===== config.mk =====
export PLATFORM = sky130hd
export DESIGN_NAME = spi_pause_gate
export DESIGN_NICKNAME = d
export VERILOG_FILES = /design/src/rtl/spi_pause_pkg.sv /design/src/rtl/spi_pause_sync.sv /design/src/rtl/spi_pause_edge.sv /design/src/rtl/spi_pause_ctl.sv /design/src/rtl/spi_pause_gate.sv
export SDC_FILE = /design/constraint.sdc
export NUM_CORES = 1
export LEC_CHECK = 0
export ABC_AREA = 1
export BUFFER_PORTS_ARGS = -buffer_cell sky130_fd_sc_hd__buf_2
export CORE_AREA = 2 2 39 41
export CTS_CLUSTER_SIZE = 25
export DETAILED_ROUTE_END_ITERATION = 8
export DIE_AREA = 0 0 41 43
export PLACE_DENSITY_LB_ADDON = 0.2
export SYNTH_ARGS = -nofsm -noshare
export SYNTH_HDL_FRONTEND = slang
export SYNTH_HIERARCHICAL = 1
export SYNTH_SLANG_ARGS = --single-unit

===== constraint.sdc =====
create_clock -name clk_i -period 1.35 [get_ports clk_i]
set_clock_uncertainty 0.05 [all_clocks]
set_input_delay 0.27 -clock clk_i [delete_from_list [all_inputs] [get_ports clk_i]]
set_output_delay 0.27 -clock clk_i [all_outputs]
set_load 0.005 [all_outputs]

===== src/rtl/spi_pause_pkg.sv =====
package spi_pause_pkg;

  typedef struct packed {
    logic cs_n;
    logic hold_n;
    logic sck;
    logic si;
  } pin_t;

  localparam int PIN_W = $bits(pin_t);

  localparam pin_t PIN_IDLE = '{cs_n: 1'b1, hold_n: 1'b1, sck: 1'b0, si: 1'b0};

  typedef enum logic {
    ST_RUN  = 1'b0,
    ST_HALT = 1'b1
  } pause_st_e;

endpackage


===== src/rtl/spi_pause_sync.sv =====
module spi_pause_sync #(
  parameter int             W       = 4,
  parameter int             STAGES  = 2,
  parameter logic [W-1:0]   RST_VAL = '0
) (
  input  logic         clk_i,
  input  logic         rst_ni,
  input  logic [W-1:0] d_i,
  output logic [W-1:0] q_o
);

  logic [W-1:0] stg_q [STAGES];

  for (genvar g = 0; g < STAGES; g++) begin : g_stg
    if (g == 0) begin : g_first
      always_ff @(posedge clk_i or negedge rst_ni) begin
        if (!rst_ni) stg_q[g] <= RST_VAL;
        else         stg_q[g] <= d_i;
      end
    end else begin : g_next
      always_ff @(posedge clk_i or negedge rst_ni) begin
        if (!rst_ni) stg_q[g] <= RST_VAL;
        else         stg_q[g] <= stg_q[g-1];
      end
    end
  end

  assign q_o = stg_q[STAGES-1];

endmodule


===== src/rtl/spi_pause_edge.sv =====
module spi_pause_edge (
  input  logic clk_i,
  input  logic rst_ni,
  input  logic sck_i,
  output logic rise_o,
  output logic fall_o
);

  logic sck_q;

  always_ff @(posedge clk_i or negedge rst_ni) begin
    if (!rst_ni) sck_q <= 1'b0;
    else         sck_q <= sck_i;
  end

  assign rise_o = sck_i & ~sck_q;
  assign fall_o = ~sck_i & sck_q;

endmodule


===== src/rtl/spi_pause_ctl.sv =====
module spi_pause_ctl
  import spi_pause_pkg::*;
(
  input  logic clk_i,
  input  logic rst_ni,
  input  logic sel_i,
  input  logic hold_n_i,
  input  logic sck_i,
  input  logic si_i,
  input  logic rise_i,
  input  logic fall_i,
  input  logic eng_so_i,
  input  logic eng_so_en_i,
  output logic rise_o,
  output logic fall_o,
  output logic si_o,
  output logic so_o,
  output logic so_en_o,
  output logic halt_o
);

  pause_st_e st_q, st_d;
  logic      enter;
  logic      blocked;
  logic      si_hold_q;

  // transitions are qualified by a low serial clock level
  always_comb begin
    st_d = st_q;
    if (!sel_i) begin
      st_d = ST_RUN;
    end else if (!sck_i) begin
      if (st_q == ST_RUN && !hold_n_i)      st_d = ST_HALT;
      else if (st_q == ST_HALT && hold_n_i) st_d = ST_RUN;
    end
  end

  always_ff @(posedge clk_i or negedge rst_ni) begin
    if (!rst_ni) st_q <= ST_RUN;
    else         st_q <= st_d;
  end

  // edges at both pause boundaries belong to the pause
  assign enter   = (st_q == ST_RUN) && (st_d == ST_HALT);
  assign blocked = (st_q == ST_HALT) || enter || !sel_i;

  assign rise_o = rise_i & ~blocked;
  assign fall_o = fall_i & ~blocked;
  assign si_o   = blocked ? si_hold_q : si_i;

  always_ff @(posedge clk_i or negedge rst_ni) begin
    if (!rst_ni) si_hold_q <= 1'b0;
    else         si_hold_q <= si_o;
  end

  assign so_en_o = eng_so_en_i & sel_i & hold_n_i & (st_q == ST_RUN);
  assign so_o    = eng_so_i & so_en_o;
  assign halt_o  = (st_q == ST_HALT);

endmodule


===== src/rtl/spi_pause_gate.sv =====
module spi_pause_gate
  import spi_pause_pkg::*;
#(
  parameter int SYNC_STAGES = 2
) (
  input  logic clk_i,
  input  logic rst_ni,
  input  logic cs_n_i,
  input  logic sck_i,
  input  logic si_i,
  input  logic hold_n_i,
  input  logic eng_so_i,
  input  logic eng_so_en_i,
  output logic sel_o,
  output logic sck_rise_o,
  output logic sck_fall_o,
  output logic si_o,
  output logic so_o,
  output logic so_en_o
);

  pin_t pin_raw, pin_s;
  logic sck_rise, sck_fall;
  logic halt;
  logic hold_s, sck_s;

  assign pin_raw = '{cs_n: cs_n_i, hold_n: hold_n_i, sck: sck_i, si: si_i};

  spi_pause_sync #(
    .W      (PIN_W),
    .STAGES (SYNC_STAGES),
    .RST_VAL(PIN_IDLE)
  ) i_sync (
    .clk_i (clk_i),
    .rst_ni(rst_ni),
    .d_i   (pin_raw),
    .q_o   (pin_s)
  );

  assign hold_s = pin_s.hold_n;
  assign sck_s  = pin_s.sck;
  assign sel_o  = ~pin_s.cs_n;

  spi_pause_edge i_edge (
    .clk_i (clk_i),
    .rst_ni(rst_ni),
    .sck_i (sck_s),
    .rise_o(sck_rise),
    .fall_o(sck_fall)
  );

  spi_pause_ctl i_ctl (
    .clk_i      (clk_i),
    .rst_ni     (rst_ni),
    .sel_i      (sel_o),
    .hold_n_i   (hold_s),
    .sck_i      (sck_s),
    .si_i       (pin_s.si),
    .rise_i     (sck_rise),
    .fall_i     (sck_fall),
    .eng_so_i   (eng_so_i),
    .eng_so_en_i(eng_so_en_i),
    .rise_o     (sck_rise_o),
    .fall_o     (sck_fall_o),
    .si_o       (si_o),
    .so_o       (so_o),
    .so_en_o    (so_en_o),
    .halt_o     (halt)
  );

endmodule


* After elaboration in Yosys (flattened, before gate mapping) *
Index checks and enable logic that the tools add are counted.

storage, ports and cells
  output and inout bits = 6
  word-level logic and storage cells = 29
  bits in registers = 11

cells by class
  multiplexer cells = 5
  bitwise operators = 13
  reductions and logical operators = 6

operators by type and width
  kind               count
  1-bit AND          8
  1-bit 2-to-1 mux   5
  1-bit NOT          5
  1-bit logical AND  3
  1-bit logical OR   2
  1-bit zero test    1

* Logic depth before layout (Yosys ltp) *
Gate-level depths: netlist (run 1).

  depth after elaboration = 10
  mapped depth = 6
  mapped depth without buffers = 5

* By module *
The synthesis (run 1) kept the hierarchy.

by module, submodules not included
  module          area each (µm²)  instances  cells each
  spi_pause_sync  235.2            1          12
  spi_pause_ctl   153.9            1          21
  spi_pause_edge  40.0             1          5
  spi_pause_gate  3.8              1          1

* Least setup slack after synthesis (run 1) *
No wires, ideal clock.

  path kind = register to output
  from = reg i_sync.stg_q, in the netlist i_sync/q_o[3]
  to = out si_o
  data required time = 1030 ps
  cell stages (with the launch flop) = 7
  data arrival time = 957 ps
  setup slack = 73 ps
  path buffers = 1
  path through = dfstp_2 -> buf_4 -> inv_1 -> nand2_2 -> clkinv_1 -> nand3_2 -> nand2_1

between the ends
  word-level cells in the longest chain between the ends = 5

RTL lines
  item                              RTL line              source
  start: declaration                spi_pause_sync.sv:12  logic [W-1:0] stg_q [STAGES];
  start signal: indexed assignment  spi_pause_sync.sv:23  else stg_q[g] <= stg_q[g-1];
  1-bit 2-to-1 mux                  spi_pause_ctl.sv:30   if (!sel_i) begin
  1-bit logical AND                 spi_pause_ctl.sv:44   assign enter = (st_q == ST_RUN) && (st_d == ST_HALT);
  1-bit logical OR                  spi_pause_ctl.sv:45   assign blocked = (st_q == ST_HALT) || enter || !sel_i;
  1-bit logical OR *                spi_pause_ctl.sv:45
  1-bit 2-to-1 mux *                spi_pause_ctl.sv:49   assign si_o = blocked ? si_hold_q : si_i;
  end: declaration                  spi_pause_gate.sv:17  output logic si_o,

Mark *: on every way between the ends. The rest lies on a longest branch, timed or not.

* Worst setup path in the final report (run 1) *
Ends and elaborated chain as after synthesis.

==> results.txt, run 1 <==
Arrival time at the worst endpoint = 1.20 ns
Initial Util = 31.3%
Layout area overhead = 25.1%
I/O pin total = 14
Total track usage = 7.88%
Status = finished, violations left
Non-Filler Instances = 70
Synth Cell Area = 433 µm²
Tmin final = 1.52 ns
Mean Syn Cell Area = 11.1 µm²
Worst setup EP type = primary output
Antenna-violating nets left = 0
Final WL = 503 µm
Fin nets = 63
CTS clk-pin slew, worst paths = 0.07 ns
First-pass GRT wire length = 938 µm
H-tree Lvls = 1
Area of the core = 1380 µm²
Antenna Diode Count = 0
Pin count of the biggest net entering global routing = 12
Worst path required time = 1.03 ns
Initial antenna violation count = 0
M3 GR Usage = 3.14%
Commonest non-fill, non-tap cell in the layout = buf_2
Area leader, netlist = dfrtp_1
Placed Cells = 65
Relative slew slack = 84.1%
CTS buffer count = 3
RSZ-0062 raised after global routing = true
Share of cells above drive strength 1 = 59.3%
Unique cell type count in the Yosys netlist = 11
Root Buffer = clkbuf_4
Post-synthesis sequential area ratio = 64.7%
Vias in the first global route = 256
Layout fillers = 143
Final worst slack = -0.172 ns
Grt met1 use = 9.93%
Post-route core utilization = 39.2%
Fin. Hold Viols = 0
Setup Buffers After CTS = 0
Setup TNS = -0.660 ns
Die Width = 41 µm
WS Path Type = reg -> out
Pwr per Cell Area = 1190 nW/µm²
Post-Synthesis Net Count = 47
CTS tree = yes
First-pass iteration count of the detailed router = 2
Pre-CTS worst setup slack = 0.0499 ns
Worst Hold Class = in -> reg
Worst r2r path cells = 5
Max_cap viols = 0
Wirelength per Cell = 7.19 µm
Type of origin of the critical path = flop
Port Buffers = 13
Gpl congestion = 0.618
Synth top area cells = dfrtp_1 (40%), dfstp_2 (24%), buf_4 (6.9%)
Latest clock arrival within the worst-skew pair = 0.26 ns
1st-iter DRT viols = 1
WHS Path Cells = 1
Clock sinks = 11
Total power = 0.643 mW
Worst slew pin tran = 0.238 ns
Core Rows = 14
Total number of vias = 270
Clk buf depth = 2
GR peak layer = met2
Failing checks = setup timing
Synth Register Bits = 11
Ys Warns = 6
Final Slew Violations = 0
Grt met2 use = 11.3%
Most frequent cells in the layout = buf_2 (13), inv_1 (6), dfrtp_1 (6)
Max Freq = 657 MHz
Syn Inst Count = 39
Critical-path maximum fanout = 4
Vias per inst = 3.86
Crit share post-route = 113%
Standby leakage power = 0.289 nW
Die footprint = 1760 µm²
Remaining DRCs = 0
Yosys top cell area share = 40.5%
Final setup fails = 5
Die H = 43 µm
Max VDD drop = 0.000534 V
Grt ovf = 0
==> area by class of cell <==
cell class	count	area, µm²	share of cell area, %
Inverter	9	35.0	6.47
Clock inverter	1	5.00	0.924
Timing Repair Buffer	15	86.3	15.9
Sequential cell	11	282	52.0
Multi-Input combinational cell	15	91.3	16.9
Tap cell	16	20.0	3.70
Clock buffer	3	22.5	4.16
==> flip-flops by register name, summed over array words and instances (netlist names) <==
| register | flops |
|---|---|
| i_ctl/halt_o | 1 |
| i_ctl/si_hold_q | 1 |
| i_edge/sck_q | 1 |
| i_sync/q_o | 4 |
| i_sync/stg_q | 4 |
==> cells by family (layout without fill, tap and decap cells) <==
logic type / after synthesis / after routing / synth area share, %
AOI/OAI and AO/OA: 1 / 1 / 2.89
buffers and inverters: 13 / 28 / 14.7
DFF: 11 / 11 / 64.7
and+or+nand+nor: 14 / 14 / 17.6
==> power by group <==
group / total (mW) / internal [mW] / leakage [nW] / switching, mW
combinational: 0.0664 / 0.0324 / 0.147 / 0.0339
sequential: 0.364 / 0.355 / 0.125 / 0.00919
clock: 0.213 / 0.109 / 0.0177 / 0.103
==> through the flow <==
step           area, µm²  hold WS, ns
2_1_floorplan        433      -0.0756
3_3_place_gp         495       0.0965
3_5_place_dp         495       0.0984
4_1_cts              534       0.0390
5_1_grt              542       0.0337
6_report             542       0.0519
==> metal layers <==
metal,wire [µm],vias to the layer above
li1,-,140
met1,221,117
met2,225,13
met3,55,0
met4,0,0
met5,0,-
==> synthesized netlist by cell type <==
master,n
buf_4,4
clkinv_1,1
dfrtp_1,7
dfstp_2,4
inv_1,8
nand2_1,5
nand2_2,1
nand3_2,2
nor2_1,5
nor3b_2,1
o211ai_2,1
==> path summary, 6_finish.rpt <==
check                                     start              end  slack, ns
worst max-delay path              i_sync/q_o[3]             si_o      -0.17
worst min-delay path                   hold_n_i  i_sync/stg_q[6]       0.05
worst max register to register    i_sync/q_o[3]  i_ctl/si_hold_q       0.37
worst min register to register  i_sync/stg_q[4]    i_sync/q_o[0]       0.30
max in group asynchronous                rst_ni    i_sync/q_o[3]       0.65
min in group asynchronous                rst_ni  i_sync/stg_q[5]       0.35
==> critical path, stage by stage, from the launching register on <==
cell and delay, ns:
dfstp_2 0.53, inv_2 0.05, nand2_2 0.08, clkinv_2 0.05
nand3_2 0.07, nand2_2 0.05, buf_2 0.12
==> what timing repair did <==
action | CTS | global route
gates resized for setup | 2 | 4
pin swaps | 3 | 2
hold endpoints to repair | 7 | 0
setup endpoints to repair | 5 | 5
hold buffers | 1 | 0
No activity file was read; power rests on OpenSTA's default activity.
==> inputs of run 2 (changes only) <==
CELL_PAD_IN_SITES_DETAIL_PLACEMENT = 1   (was unset)
CELL_PAD_IN_SITES_GLOBAL_PLACEMENT = 1   (was unset)
RECOVER_POWER = 25   (was unset)
==> run 2 against run 1 <==
The run still ends with setup timing left; critical path depth decreased by 1; sequential share of layout area decreased by 5.1 points; power increased by 5.7%; global-route usage increased by 2.3 points; sequential cell count unchanged; count of clock-buffer cells in the layout unchanged; clock power decreased by 2%; design area increased by 11%; non-clock buffer count increased by 5; critical endpoint unchanged; largest power group unchanged.
==> results.txt, run 2 (synthesis gave the netlist of run 1 again) <==
Status = finished, violations left
Failing checks = setup timing
Setup TNS = -0.758 ns (-0.0989 ns)
Hold WS = 0.0523 ns (+0.000395 ns)
Final worst slack = -0.204 ns (-0.0322 ns)
Most frequent cells in the layout = buf_2 (13), inv_1 (6), dfrtp_1 (6)
Non-Filler Instances = 75 (+7.1%)
Crit share post-route = 115% (+2.4 points)
CTS tree = yes
Pwr per Cell Area = 1130 nW/µm² (-4.6%)
Worst setup EP type = primary output
Tmin final = 1.55 ns (+0.0322 ns)
WS Path Type = reg -> out
Critical Path Max Stage Delay = 0.59 ns (+0.06 ns)
H-tree Lvls = 1 (unchanged)
Layout area overhead = 38.7%
Pin count of the biggest net entering global routing = 12 (unchanged)
Core Rows = 14 (unchanged)
Arrival time at the worst endpoint = 1.23 ns (+0.03 ns)
Relative slew slack = 84.4% (+0.28 points)
Slowest stage cell, crit path = dfstp_2
Hpwl dp = 516 µm
Antenna-violating nets left = 0 (unchanged)
Clk buf depth = 2 (unchanged)
Remaining DRCs = 0 (unchanged)
Fin. Hold Viols = 0 (unchanged)
Grt ovf = 0 (unchanged)
Die footprint = 1760 µm² (unchanged)
Total track usage = 10.2% (+2.3 points)
Type of origin of the critical path = flop
Die H = 43 µm (unchanged)
Clock sinks = 11 (unchanged)
Gpl congestion = 0.619 (+0.15%)
Die Width = 41 µm (unchanged)
First-pass GRT wire length = 1.17 mm (+25%)
Max_cap viols = 0 (unchanged)
Final WL = 740 µm (+47%)
Max VDD drop = 0.000674 V (+26%)
Initial antenna violation count = 0 (unchanged)
Area of the core = 1380 µm² (unchanged)
Critical-path maximum fanout = 3 (-1)
I/O pin total = 14 (unchanged)
1st-iter DRT viols = 0 (-1)
Vias per inst = 4.11 (+6.5%)
Fin nets = 68 (+7.9%)
Port Buffers = 13 (unchanged)
Worst path required time = 1.03 ns (about the same)
Max Freq = 643 MHz (-2.1%)
RSZ-0062 raised after global routing = true
CTS clk-pin slew, worst paths = 0.07 ns (about the same)
Total power = 0.680 mW (+5.7%)
Placed Cells = 65 (unchanged)
CTS buffer count = 3 (unchanged)
First-pass iteration count of the detailed router = 1 (-1)
Antenna Diode Count = 0 (unchanged)
Latest clock arrival within the worst-skew pair = 0.26 ns (about the same)
Total number of vias = 308 (+14%)
Final setup fails = 5 (unchanged)
Share of cells above drive strength 1 = 66.1% (+6.8 points)
Worst slew pin tran = 0.234 ns (-0.00414 ns)
Vias in the first global route = 312 (+22%)
Final Slew Violations = 0 (unchanged)
Root Buffer = clkbuf_4
Worst Hold Class = in -> reg
Standby leakage power = 0.319 nW (+10%)
Initial Util = 31.3% (unchanged)
Commonest non-fill, non-tap cell in the layout = buf_2
CP Cell Sequence = nand2_2, nand3_2, nand3_2, nand2_2, buf_2
Wirelength per Cell = 9.87 µm (+37%)
==> run 2: through the flow <==
step | instance area (µm²) | utilization [%] | setup WS (ns)
finish | 601 | 43.4 | -0.204
global route | 601 | 43.4 | -0.258
CTS | 568 | 41.0 | -0.194
detailed placement | 495 | 35.8 | 0.0302
global placement | 495 | 35.8 | 0.0549
floorplan | 433 | - | 0.0730
==> run 2: worst paths after layout <==
kind / slack, ns / endpoint / startpoint / cells past startpoint
max in group asynchronous: 0.65 / i_sync/stg_q[6] / rst_ni / 2
worst max-delay path: -0.20 / si_o / i_sync/q_o[2] / 5
worst min register to register: 0.30 / i_sync/q_o[0] / i_sync/stg_q[4] / 0
worst min-delay path: 0.05 / i_sync/stg_q[6] / hold_n_i / 1
worst max register to register: 0 / i_ctl/si_hold_q / i_sync/q_o[2] / 6
min in group asynchronous: 0.34 / i_sync/stg_q[5] / rst_ni / 2
==> run 2: cell type report <==
type                            instances  area (µm²)
Fill cell                             169         783
Clock inverter                          1        5.00
Clock buffer                            3        22.5
Multi-Input combinational cell         15         110
Tap cell                               16        20.0
Sequential cell                        11         282
Inverter                                9        37.5
Timing Repair Buffer                   20         124
==> run 2: power breakdown <==
| part | total [mW] | switching (mW) | internal, mW | leakage (nW) |
|---|---|---|---|---|
| logic | 0.104 | 0.0463 | 0.0573 | 0.177 |
| registers | 0.368 | 0.0123 | 0.355 | 0.125 |
| clock network | 0.209 | 0.0997 | 0.109 | 0.0177 |
==> run 2: layer usage <==
layer  vias up  wire length, µm  track usage, %
met3         0               50            1.57
li1        150                -               -
met1       145              250            10.3
met4         0                0            8.00
met5         -                0               0
met2        13              440            16.9
==> run 2: worst max-delay path, delay by kind of cell, from the launching register on <==
| kind | cells | cell delay (ns) |
|---|---|---|
| flip-flops | 1 | 0.59 |
| AND/OR/NAND/NOR | 4 | 0.27 |
| buffers and inverters | 1 | 0.11 |
==> run 2: timing repair <==
action / 4_1_cts / 5_1_grt
resized for setup: 4 / 7
endpoints found under the hold margin: 7 / 0
buffers inserted: 4 / 3
hold buffers: 1 / 0
pin swaps: 4 / 3
endpoints found under the setup margin: 5 / 6
==> inputs of run 3 (changes only) <==
MAX_ROUTING_LAYER = met4   (was unset)
PLACE_DENSITY = 0.66   (was unset)
PLACE_DENSITY_LB_ADDON = unset   (was 0.2)
==> run 3 against run 2 <==
The flow still finishes with violations (setup timing); register-to-register slack better by 0.26 ns; setup slack better by 0.046 ns; global-route usage down 2.0 points; final cell count down 5.3%; combinational power down 28%; non-clock buffer count down 4; sequential power about the same; power down 4.5%; sequential cell count unchanged; critical path type unchanged; highest routed layer unchanged.
==> results.txt, run 3 (synthesis gave the netlist of run 1 again) <==
Most frequent cells in the layout = buf_2 (13), inv_1 (6), dfrtp_1 (6)
Pwr per Cell Area = 1170 nW/µm² (+3.2%)
CP delay by family, top = flip-flops
Standby leakage power = 0.295 nW (-7.6%)
Port Buffers = 13 (unchanged)
Clk buf depth = 2 (unchanged)
Final setup fails = 5 (unchanged)
FF/Latch Area = 282 µm² (unchanged)
Max VDD drop = 0.000507 V (-25%)
Antenna Diode Count = 0 (unchanged)
Pin count of the biggest net entering global routing = 12 (unchanged)
Latest clock arrival within the worst-skew pair = 0.26 ns (about the same)
Slowest stage cell, crit path = dfstp_2
Max Freq = 663 MHz (+3.1%)
Arrival time at the worst endpoint = 1.19 ns (-0.04 ns)
Worst setup EP type = primary output
First-pass GRT wire length = 938 µm (-20%)
Grt ovf = 0 (unchanged)
Die footprint = 1760 µm² (unchanged)
Final Slew Violations = 0 (unchanged)
Initial Util = 31.3% (unchanged)
Initial antenna violation count = 0 (unchanged)
Multi-input gate area = 96.3 µm² (-13%)
Tmin final = 1.51 ns (-0.0461 ns)
CTS tree = yes
Critical-path maximum fanout = 3 (unchanged)
Crit share post-route = 112% (-3.4 points)
Commonest non-fill, non-tap cell in the layout = buf_2
Placed Cells = 65 (unchanged)
Clock sinks = 11 (unchanged)
Fin. Hold Viols = 0 (unchanged)
Critical Path Max Stage Delay = 0.56 ns (-0.03 ns)
Hpwl dp = 431 µm (-16%)
Vias in the first global route = 259 (-17%)
Antenna-violating nets left = 0 (unchanged)
WS Path Type = reg -> out
CTS clk-pin slew, worst paths = 0.06 ns (about the same)
Crit-path most repeated cell = nand2_1
Final worst slack = -0.158 ns (+0.0461 ns)
First-pass iteration count of the detailed router = 1 (unchanged)
CTS buffer count = 3 (unchanged)
Total number of vias = 277 (-10%)
Total track usage = 8.20% (-2.0 points)
Non-Filler Instances = 71 (-5.3%)
Layout fillers = 169 (unchanged)
Vias per inst = 3.90 (-5.0%)
WP buf/inv = 1 (unchanged)
Area of the core = 1380 µm² (unchanged)
Final WL = 566 µm (-24%)
Post-route core utilization = 40.1% (-3.3 points)
Status = finished, violations left
H-tree Lvls = 1 (unchanged)
I/O pin total = 14 (unchanged)
Worst path required time = 1.03 ns (about the same)
RSZ-0062 raised after global routing = true
Worst slew pin tran = 0.238 ns (+0.00365 ns)
Die Width = 41 µm (unchanged)
Worst Hold Class = in -> reg
Gpl congestion = 0.607 (-1.9%)
Fin nets = 64 (-5.9%)
Die H = 43 µm (unchanged)
Core Rows = 14 (unchanged)
Max_cap viols = 0 (unchanged)
Relative slew slack = 84.2% (-0.24 points)
CP Cell Sequence = o211ai_2, nand2_1, nand2_1, buf_2
Failing checks = setup timing
Remaining DRCs = 0 (unchanged)
Share of cells above drive strength 1 = 58.2% (-7.9 points)
Type of origin of the critical path = flop
1st-iter DRT viols = 0 (unchanged)
Wirelength per Cell = 7.97 µm (-19%)
Root Buffer = clkbuf_4
Total power = 0.649 mW (-4.5%)
Layout area overhead = 28.3%
## run 3: cell count changes in the layout (fill, tap and decap cells not counted)
| cell | previous run | this run |
|---|---|---|
| o211ai_4 | 1 | 0 |
| o211ai_2 | 0 | 1 |
| nand2_2 | 3 | 1 |
| clkinv_2 | 2 | 1 |
| clkbuf_1 | 0 | 1 |
| buf_4 | 5 | 1 |
| nand2_1 | 2 | 4 |
## run 3: area by class of cell
| class | instances | area share, % |
|---|---|---|
| sequential | 11 | 50.7 |
| inverter | 9 | 6.76 |
| clock buffer | 4 | 4.73 |
| timing repair buffer | 16 | 16.9 |
| tap | 16 | 3.60 |
| multi-input combinational | 15 | 17.3 |
## run 3: power breakdown
| group | total, mW | switching, mW | internal (mW) |
|---|---|---|---|
| combinational | 0.0751 | 0.0368 | 0.0384 |
| sequential | 0.365 | 0.0100 | 0.355 |
| clock | 0.209 | 0.0949 | 0.114 |
| total | 0.649 | 0.142 | 0.508 |
## run 3: path summary, 6_finish.rpt
| path | start | endpoint | slack [ns] | cells past startpoint |
|---|---|---|---|---|
| hold reg to reg | i_sync/stg_q[5] | i_sync/q_o[1] | 0.30 | 0 |
| setup reg to reg | i_sync/q_o[2] | i_ctl/si_hold_q | 0.26 | 4 |
| hold / removal | hold_n_i | i_sync/stg_q[6] | 0.06 | 1 |
| setup / recovery | i_sync/q_o[2] | si_o | -0.16 | 4 |
| max in group asynchronous | rst_ni | i_sync/q_o[3] | 0.64 | 2 |
| min in group asynchronous | rst_ni | i_sync/stg_q[4] | 0.35 | 2 |
## run 3: metrics by stage
stage | setup WS, ns | hold slack [ns] | cell area [µm²] | setup TNS (ns)
after floorplan | 0.0730 | -0.0756 | 433 | 0
after global placement | 0.0482 | 0.0937 | 495 | 0
after detailed placement | 0.0434 | 0.101 | 495 | 0
after CTS | -0.178 | 0.0456 | 541 | -0.758
after global routing | -0.254 | 0.0400 | 556 | -1.05
final | -0.158 | 0.0564 | 556 | -0.628
## run 3: layer usage
layer | vias to the layer above | share of wire [%] | global-route usage [%] | routed length [µm]
li1 | 141 | - | - | -
met1 | 123 | 42 | 8.97 | 238
met2 | 13 | 47 | 12.5 | 267
met3 | 0 | 11 | 1.57 | 60
met4 | 0 | 0 | 6.00 | 0
met5 | - | 0 | - | 0
## run 3: timing repair
action                     4_1_cts  5_1_grt
setup endpoints to repair        5        5
hold endpoints to repair         7        0
hold buffers                     1        0
setup buffers                    1        0
pin swaps                        4        4
gates resized for setup          3        5
